### src/rtl/tdma_qb_pkg.sv
package tdma_qb_pkg;

  typedef enum logic [1:0] {
    MODE_NORMAL  = 2'b00,
    MODE_SLEEP   = 2'b01,
    MODE_REDUCED = 2'b10,
    MODE_SPARE   = 2'b11
  } tdma_mode_e;

  // quarterbit clock is gated only in sleep
  function automatic logic mode_runs(logic [1:0] mode);
    return mode != MODE_SLEEP;
  endfunction

  // true when q sits on a multiple of step
  function automatic logic on_grid(int q, int step);
    return (q % step) == 0;
  endfunction

  // timeslot holding quarterbit q
  function automatic int slot_of(int q, int qps, int slots);
    int s;
    s = 0;
    for (int i = 1; i < slots; i++)
      if (q >= i * qps) s = i;
    return s;
  endfunction

endpackage

### src/rtl/tdma_prescaler.sv
module tdma_prescaler #(
  parameter int DIV = 12
) (
  input  logic clk,
  input  logic rst_n,
  input  logic run,
  input  logic restart,
  output logic tick
);
  localparam int PW = (DIV > 1) ? $clog2(DIV) : 1;

  logic [PW-1:0] phase;

  assign tick = run && !restart && (phase == PW'(DIV - 1));

  always_ff @(posedge clk or negedge rst_n) begin
    if (!rst_n)          phase <= '0;
    else if (restart)    phase <= '0;
    else if (tick)       phase <= '0;
    else if (run)        phase <= phase + 1'b1;
  end
endmodule

### src/rtl/tdma_qb_count.sv
module tdma_qb_count
  import tdma_qb_pkg::*;
#(
  parameter int QB_PER_SLOT = 625,
  parameter int SLOTS       = 8,
  parameter int QB_PER_BIT  = 4,
  localparam int QPF = QB_PER_SLOT * SLOTS,
  localparam int QW  = $clog2(QPF),
  localparam int SW  = (SLOTS > 1) ? $clog2(SLOTS) : 1
) (
  input  logic          clk,
  input  logic          rst_n,
  input  logic          tick,
  input  logic          load,
  input  logic [QW-1:0] load_qb,
  output logic [QW-1:0] qb,
  output logic [SW-1:0] slot,
  output logic          bit_stb,
  output logic          slot_stb,
  output logic          frame_stb,
  output logic          frame_wrap
);
  logic [QW-1:0] qb_nxt;
  logic [QW-1:0] qb_ld;
  logic          nxt_on_slot;

  assign frame_wrap  = tick && (qb == QW'(QPF - 1));
  assign qb_nxt      = (qb == QW'(QPF - 1)) ? '0 : qb + 1'b1;
  assign qb_ld       = (int'(load_qb) < QPF) ? load_qb : '0;
  assign nxt_on_slot = on_grid(int'(qb_nxt), QB_PER_SLOT);

  always_ff @(posedge clk or negedge rst_n) begin
    if (!rst_n) begin
      qb        <= '0;
      slot      <= '0;
      bit_stb   <= 1'b0;
      slot_stb  <= 1'b0;
      frame_stb <= 1'b0;
    end else if (load) begin
      qb        <= qb_ld;
      slot      <= SW'(slot_of(int'(qb_ld), QB_PER_SLOT, SLOTS));
      bit_stb   <= 1'b0;
      slot_stb  <= 1'b0;
      frame_stb <= 1'b0;
    end else if (tick) begin
      qb        <= qb_nxt;
      if (nxt_on_slot) slot <= (qb_nxt == '0) ? '0 : slot + 1'b1;
      bit_stb   <= on_grid(int'(qb_nxt), QB_PER_BIT);
      slot_stb  <= nxt_on_slot;
      frame_stb <= (qb_nxt == '0);
    end else begin
      bit_stb   <= 1'b0;
      slot_stb  <= 1'b0;
      frame_stb <= 1'b0;
    end
  end
endmodule

### src/rtl/tdma_frame_num.sv
module tdma_frame_num #(
  parameter int FN_WRAP = 2715648,
  localparam int FW = $clog2(FN_WRAP)
) (
  input  logic          clk,
  input  logic          rst_n,
  input  logic          adv,
  input  logic          load,
  input  logic [FW-1:0] load_fn,
  output logic [FW-1:0] fn
);
  logic [FW-1:0] fn_ld;

  assign fn_ld = (int'(load_fn) < FN_WRAP) ? load_fn : '0;

  always_ff @(posedge clk or negedge rst_n) begin
    if (!rst_n)     fn <= '0;
    else if (load)  fn <= fn_ld;
    else if (adv)   fn <= (fn == FW'(FN_WRAP - 1)) ? '0 : fn + 1'b1;
  end
endmodule

### src/rtl/tdma_qb_timer.sv
module tdma_qb_timer
  import tdma_qb_pkg::*;
#(
  parameter int DIV         = 12,
  parameter int QB_PER_SLOT = 625,
  parameter int SLOTS       = 8,
  parameter int QB_PER_BIT  = 4,
  parameter int FN_WRAP     = 2715648,
  localparam int QPF = QB_PER_SLOT * SLOTS,
  localparam int QW  = $clog2(QPF),
  localparam int SW  = (SLOTS > 1) ? $clog2(SLOTS) : 1,
  localparam int FW  = $clog2(FN_WRAP)
) (
  input  logic          clk,
  input  logic          rst_n,
  input  logic [1:0]    mode_i,
  input  logic          load_i,
  input  logic [QW-1:0] load_qb_i,
  input  logic [FW-1:0] load_fn_i,
  output logic [QW-1:0] qb_cnt_o,
  output logic [SW-1:0] slot_o,
  output logic          bit_stb_o,
  output logic          slot_stb_o,
  output logic          frame_stb_o,
  output logic [FW-1:0] fn_o
);
  // named internal events, visible to the bound checker
  logic qb_run;
  logic qb_tick;
  logic frame_wrap;

  assign qb_run = mode_runs(mode_i);

  tdma_prescaler #(.DIV(DIV)) u_pre (
    .clk     (clk),
    .rst_n   (rst_n),
    .run     (qb_run),
    .restart (load_i),
    .tick    (qb_tick)
  );

  tdma_qb_count #(
    .QB_PER_SLOT (QB_PER_SLOT),
    .SLOTS       (SLOTS),
    .QB_PER_BIT  (QB_PER_BIT)
  ) u_qb (
    .clk        (clk),
    .rst_n      (rst_n),
    .tick       (qb_tick),
    .load       (load_i),
    .load_qb    (load_qb_i),
    .qb         (qb_cnt_o),
    .slot       (slot_o),
    .bit_stb    (bit_stb_o),
    .slot_stb   (slot_stb_o),
    .frame_stb  (frame_stb_o),
    .frame_wrap (frame_wrap)
  );

  tdma_frame_num #(.FN_WRAP(FN_WRAP)) u_fn (
    .clk     (clk),
    .rst_n   (rst_n),
    .adv     (frame_wrap),
    .load    (load_i),
    .load_fn (load_fn_i),
    .fn      (fn_o)
  );
endmodule

### config.mk
export PLATFORM = sky130hd
export DESIGN_NAME = tdma_qb_timer
export DESIGN_NICKNAME = d
export VERILOG_FILES = /design/src/rtl/tdma_qb_pkg.sv /design/src/rtl/tdma_prescaler.sv /design/src/rtl/tdma_qb_count.sv /design/src/rtl/tdma_frame_num.sv /design/src/rtl/tdma_qb_timer.sv
export SDC_FILE = /design/constraint.sdc
export NUM_CORES = 1
export LEC_CHECK = 0
export ABC_AREA = 1
export CORE_ASPECT_RATIO = 0.8
export CORE_UTILIZATION = 50
export DETAILED_ROUTE_END_ITERATION = 8
export PLACE_DENSITY_LB_ADDON = 0.25
export SLEW_MARGIN = 20
export SYNTH_ARGS = -nofsm -noshare
export SYNTH_HDL_FRONTEND = slang
export SYNTH_HIERARCHICAL = 1
export SYNTH_SLANG_ARGS = --single-unit
### constraint.sdc
create_clock -name clk -period 11.1 [get_ports clk]
set_clock_uncertainty 0.05 [all_clocks]
set_input_delay 1.665 -clock clk [delete_from_list [all_inputs] [get_ports clk]]
set_output_delay 1.665 -clock clk [all_outputs]
set_load 0.03 [all_outputs]
==> results.sh <==
export IMPL_fin_area_mm2=0.007741
export IMPL_insertion_delay_ns=0.29
export IMPL_dr_pass1_iters=6
export IMPL_die_area_mm2=0.01384
export IMPL_cts_sinks=45
export IMPL_area_sequential_mm2=0.001126
export IMPL_nNetsFinal=1254
export IMPL_hold_buffers=0
export IMPL_crit_arrival_ns=6.90
export IMPL_cts_tree="built"
export IMPL_finalPower_mw=1.264
export IMPL_seqPwrFrac=0.172
export IMPL_crit_required_ns=11.29
export IMPL_drive_gt1_frac=0.1348
export IMPL_post_place_ws_ns=4.592
export IMPL_numCtsBuffers=5
export IMPL_place_area_mm2=0.007569
export IMPL_grt_first_pass_wirelength_mm=32.53
export IMPL_p_sw_frac=0.5459
export IMPL_worst_pin_slew_ns=0.8687
export IMPL_vias=7624
export IMPL_antenna_found_initial=0
export IMPL_cellLeakagePower_nw=3.822
export IMPL_grt_max_degree=46
export IMPL_ys_flop_type="dfrtp_1"
export IMPL_synthesis_area_mm2=0.006684
export IMPL_ys_async_sr_fraction=1.000
export IMPL_dpl_hpwl_mm=15.71
export IMPL_hp_class="flip-flop to flip-flop"
export IMPL_met1_usage=0.4405
export IMPL_overflow=0
export IMPL_ant_nets=0
export IMPL_clkPwrFrac=0.143
export IMPL_vias_per_cell=5.537
export IMPL_grt_setup_unrepaired="false"
export IMPL_core_area_mm2=0.01296
export IMPL_cts_setup_buffers=0
export IMPL_crit_top_cell="nand2_1"
export IMPL_powerDensity_mw_per_mm2=163.3
export IMPL_n_antenna_cell=0
export IMPL_fillers=1230
export IMPL_cts_resized=0
export IMPL_htree_num_levels=2
export IMPL_initial_core_util=0.5156
export IMPL_slowest_delay_ns=0.45
export IMPL_cpMaxStageDelayCell="dfrtp_1"
export IMPL_status="finished clean"
export IMPL_p_int_mw=0.5742
export IMPL_fmaxAchievable_mhz=148.9
export IMPL_die_w_um=131.3
export IMPL_setup_viol=0
export IMPL_fin_setup_tns_ns=0
export IMPL_die_y_um=105.4
export IMPL_gr_usage_met2=0.4172
export IMPL_synthToLayoutAreaGrowth_pct=15.82
export IMPL_setup_slack_ns=4.383
export IMPL_routedWlPerCell_um=14.52
export IMPL_gp_congestion=0.9841
export IMPL_netlist_cell_type_count=52
export IMPL_syn_nets=1184
export IMPL_combinationalPowerShare=0.685
export IMPL_critPathCaptureType="flip-flop"
export IMPL_maxSlewViolCount=0
export IMPL_busiest_layer="met1"
export IMPL_fin_crit_sh=0.6052
export IMPL_yosys_warnings=6
export IMPL_cap_violations=0
export IMPL_ys_seq_elements=45
export IMPL_min_period_ns=6.717
export IMPL_hold_viol=0
export IMPL_rows=37
export IMPL_start_kind="flip-flop"
export IMPL_net_switching_power_mw=0.6902
export IMPL_path_clk_slew_ns=0.07
export IMPL_drc=0
export IMPL_drtIter0Drc=943
export IMPL_grt_use_total=0.2886
export IMPL_cts_root_buffer="clkbuf_16"
export IMPL_cts_buffer_depth=2
export IMPL_portBuffers=80
export IMPL_ios=81
export IMPL_maxSlewHeadroom=0.4202
export IMPL_routed_wl_mm=20.00
export IMPL_multiInputGateArea_mm2=0.004806
export IMPL_ir_drop_mv=0.07435
export IMPL_syn_inst=1131
export IMPL_ys_seq_area_frac=0.1685
export IMPL_grtUsageMet3=0.05916
export IMPL_synth_area_per_cell_um2=5.910
export IMPL_critPathKind="flip-flop to flip-flop"
export IMPL_crit_path_max_fanout=16
export IMPL_synth_edf_count=0
export IMPL_grt_pass1_vias=6548
-- worst max-delay path: cells and delay by family (launching register included) --
family	cells	cell delay [ns]
compound gates	2	0.57
buf+inv	7	0.68
flops	1	0.45
fa+ha+maj	3	0.63
simple gates	29	4.27
-- placed cells by master (no fill, tap or decap), drive strengths merged, types with 2 or more instances in the layout --
cell	count
ha	13
nand3b	5
nor4	4
a21boi	2
nor3	14
o21ai	17
xnor2	3
inv	160
clkbuf	7
nand3	160
xor2	20
clkdlybuf4s50	79
nor2	188
o21bai	4
o221ai	14
or2	3
nand2	396
a31oi	7
a21oi	19
dfrtp	45
nor3b	2
o211ai	6
buf	3
a311oi	2
nand4	21
-- routing by layer --
layer | up-vias | routed length, µm
li1 | 3761 | -
met1 | 3456 | 9698
met2 | 383 | 7994
met3 | 24 | 2083
met4 | 0 | 220
met5 | - | 0
-- cells by family after synthesis --
group / Yosys count / share of synthesized area
AOI/OAI and AO/OA: 76 / 0.07900
DFF: 45 / 0.1685
adders and majority gates: 13 / 0.02434
buffers and inverters: 180 / 0.1125
and+or+nand+nor: 794 / 0.5855
xor gates and xnor gates: 23 / 0.03014
-- final cells by class --
class,instances,area share
Sequential cell,45,0.1455
Inverter,161,0.07839
Clock buffer,7,0.01843
Tap cell,175,0.02829
Multi-Input combinational cell,906,0.6208
Timing Repair Buffer,82,0.1047
Clock inverter,1,0.003879
-- path summary, 6_finish.rpt --
| path | start | to | slack [ns] | depth (start not counted) |
|---|---|---|---|---|
| max | u_qb/qb[0] | u_qb/slot[2] | 4.38 | 41 |
| min | u_pre/phase[3] | u_pre/phase[3] | 0.51 | 2 |
| max reg2reg | u_qb/qb[0] | u_qb/slot[2] | 4.38 | 41 |
| min reg2reg | u_pre/phase[3] | u_pre/phase[3] | 0.51 | 2 |
| max in group asynchronous | rst_n | u_fn/fn[10] | 9.15 | 2 |
| min in group asynchronous | rst_n | u_fn/fn[14] | 1.41 | 2 |
-- power by group through the flow --
stage | logic, mW | registers (mW) | clock network, mW
4_1_cts | 0.850 | 0.216 | 0.184
3_3_place_gp | 0.846 | 0.219 | 0
2_1_floorplan | 0.630 | 0.244 | 0
6_report | 0.866 | 0.217 | 0.181
3_5_place_dp | 0.845 | 0.219 | 0
5_1_grt | 0.951 | 0.221 | 0.191
-- sequential cells by signal, summed over array words and instances (netlist names) --
signal / cells
u_qb/slot_stb: 1
u_fn/fn: 22
u_qb/slot: 3
u_qb/bit_stb: 1
u_pre/phase: 4
u_qb/frame_stb: 1
u_qb/qb: 13
-- synthesized netlist by cell type (2+ instances only) --
cell	number	area [µm²]
inv_1	135	506.7
nor3_1	12	60.06
nor3b_1	2	15.01
nand3_1	140	700.7
buf_4	3	22.52
a31oi_1	7	43.79
ha_1	13	162.7
a21oi_1	17	85.08
buf_8	3	45.04
a21boi_0	2	15.01
nand4_1	18	112.6
nor2_1	136	510.5
nor2_8	2	40.04
nand2_4	5	56.30
o21ai_1	5	25.02
o21bai_1	4	30.03
nor4_1	4	25.02
xor2_1	20	175.2
nor2_4	27	304.0
nand3b_1	5	37.54
clkbuf_1	7	26.28
dfrtp_1	45	1126
inv_2	24	90.09
nand2_2	39	244.0
o211ai_1	6	45.04
nand3_4	6	105.1
a311oi_1	2	17.52
xnor2_1	3	26.28
or2_2	2	12.51
nand3_2	14	140.1
nand4_2	2	25.02
o221ai_1	14	122.6
nand2_1	352	1321
nor2_2	23	143.9
o21ai_0	11	55.05
buf_2	4	20.02
a21oi_4	2	32.53
-- per-stage QoR --
step                hold WS (ns)  utilization  cells
floorplan                 0.4393            -   1131
global placement          0.4613       0.5839   1369
detailed placement        0.4834       0.5839   1369
CTS                       0.5056       0.5972   1377
global route              0.5329       0.5972   1377
finish                    0.5075       0.5972   1377
Power figures use the tool's default switching activity.
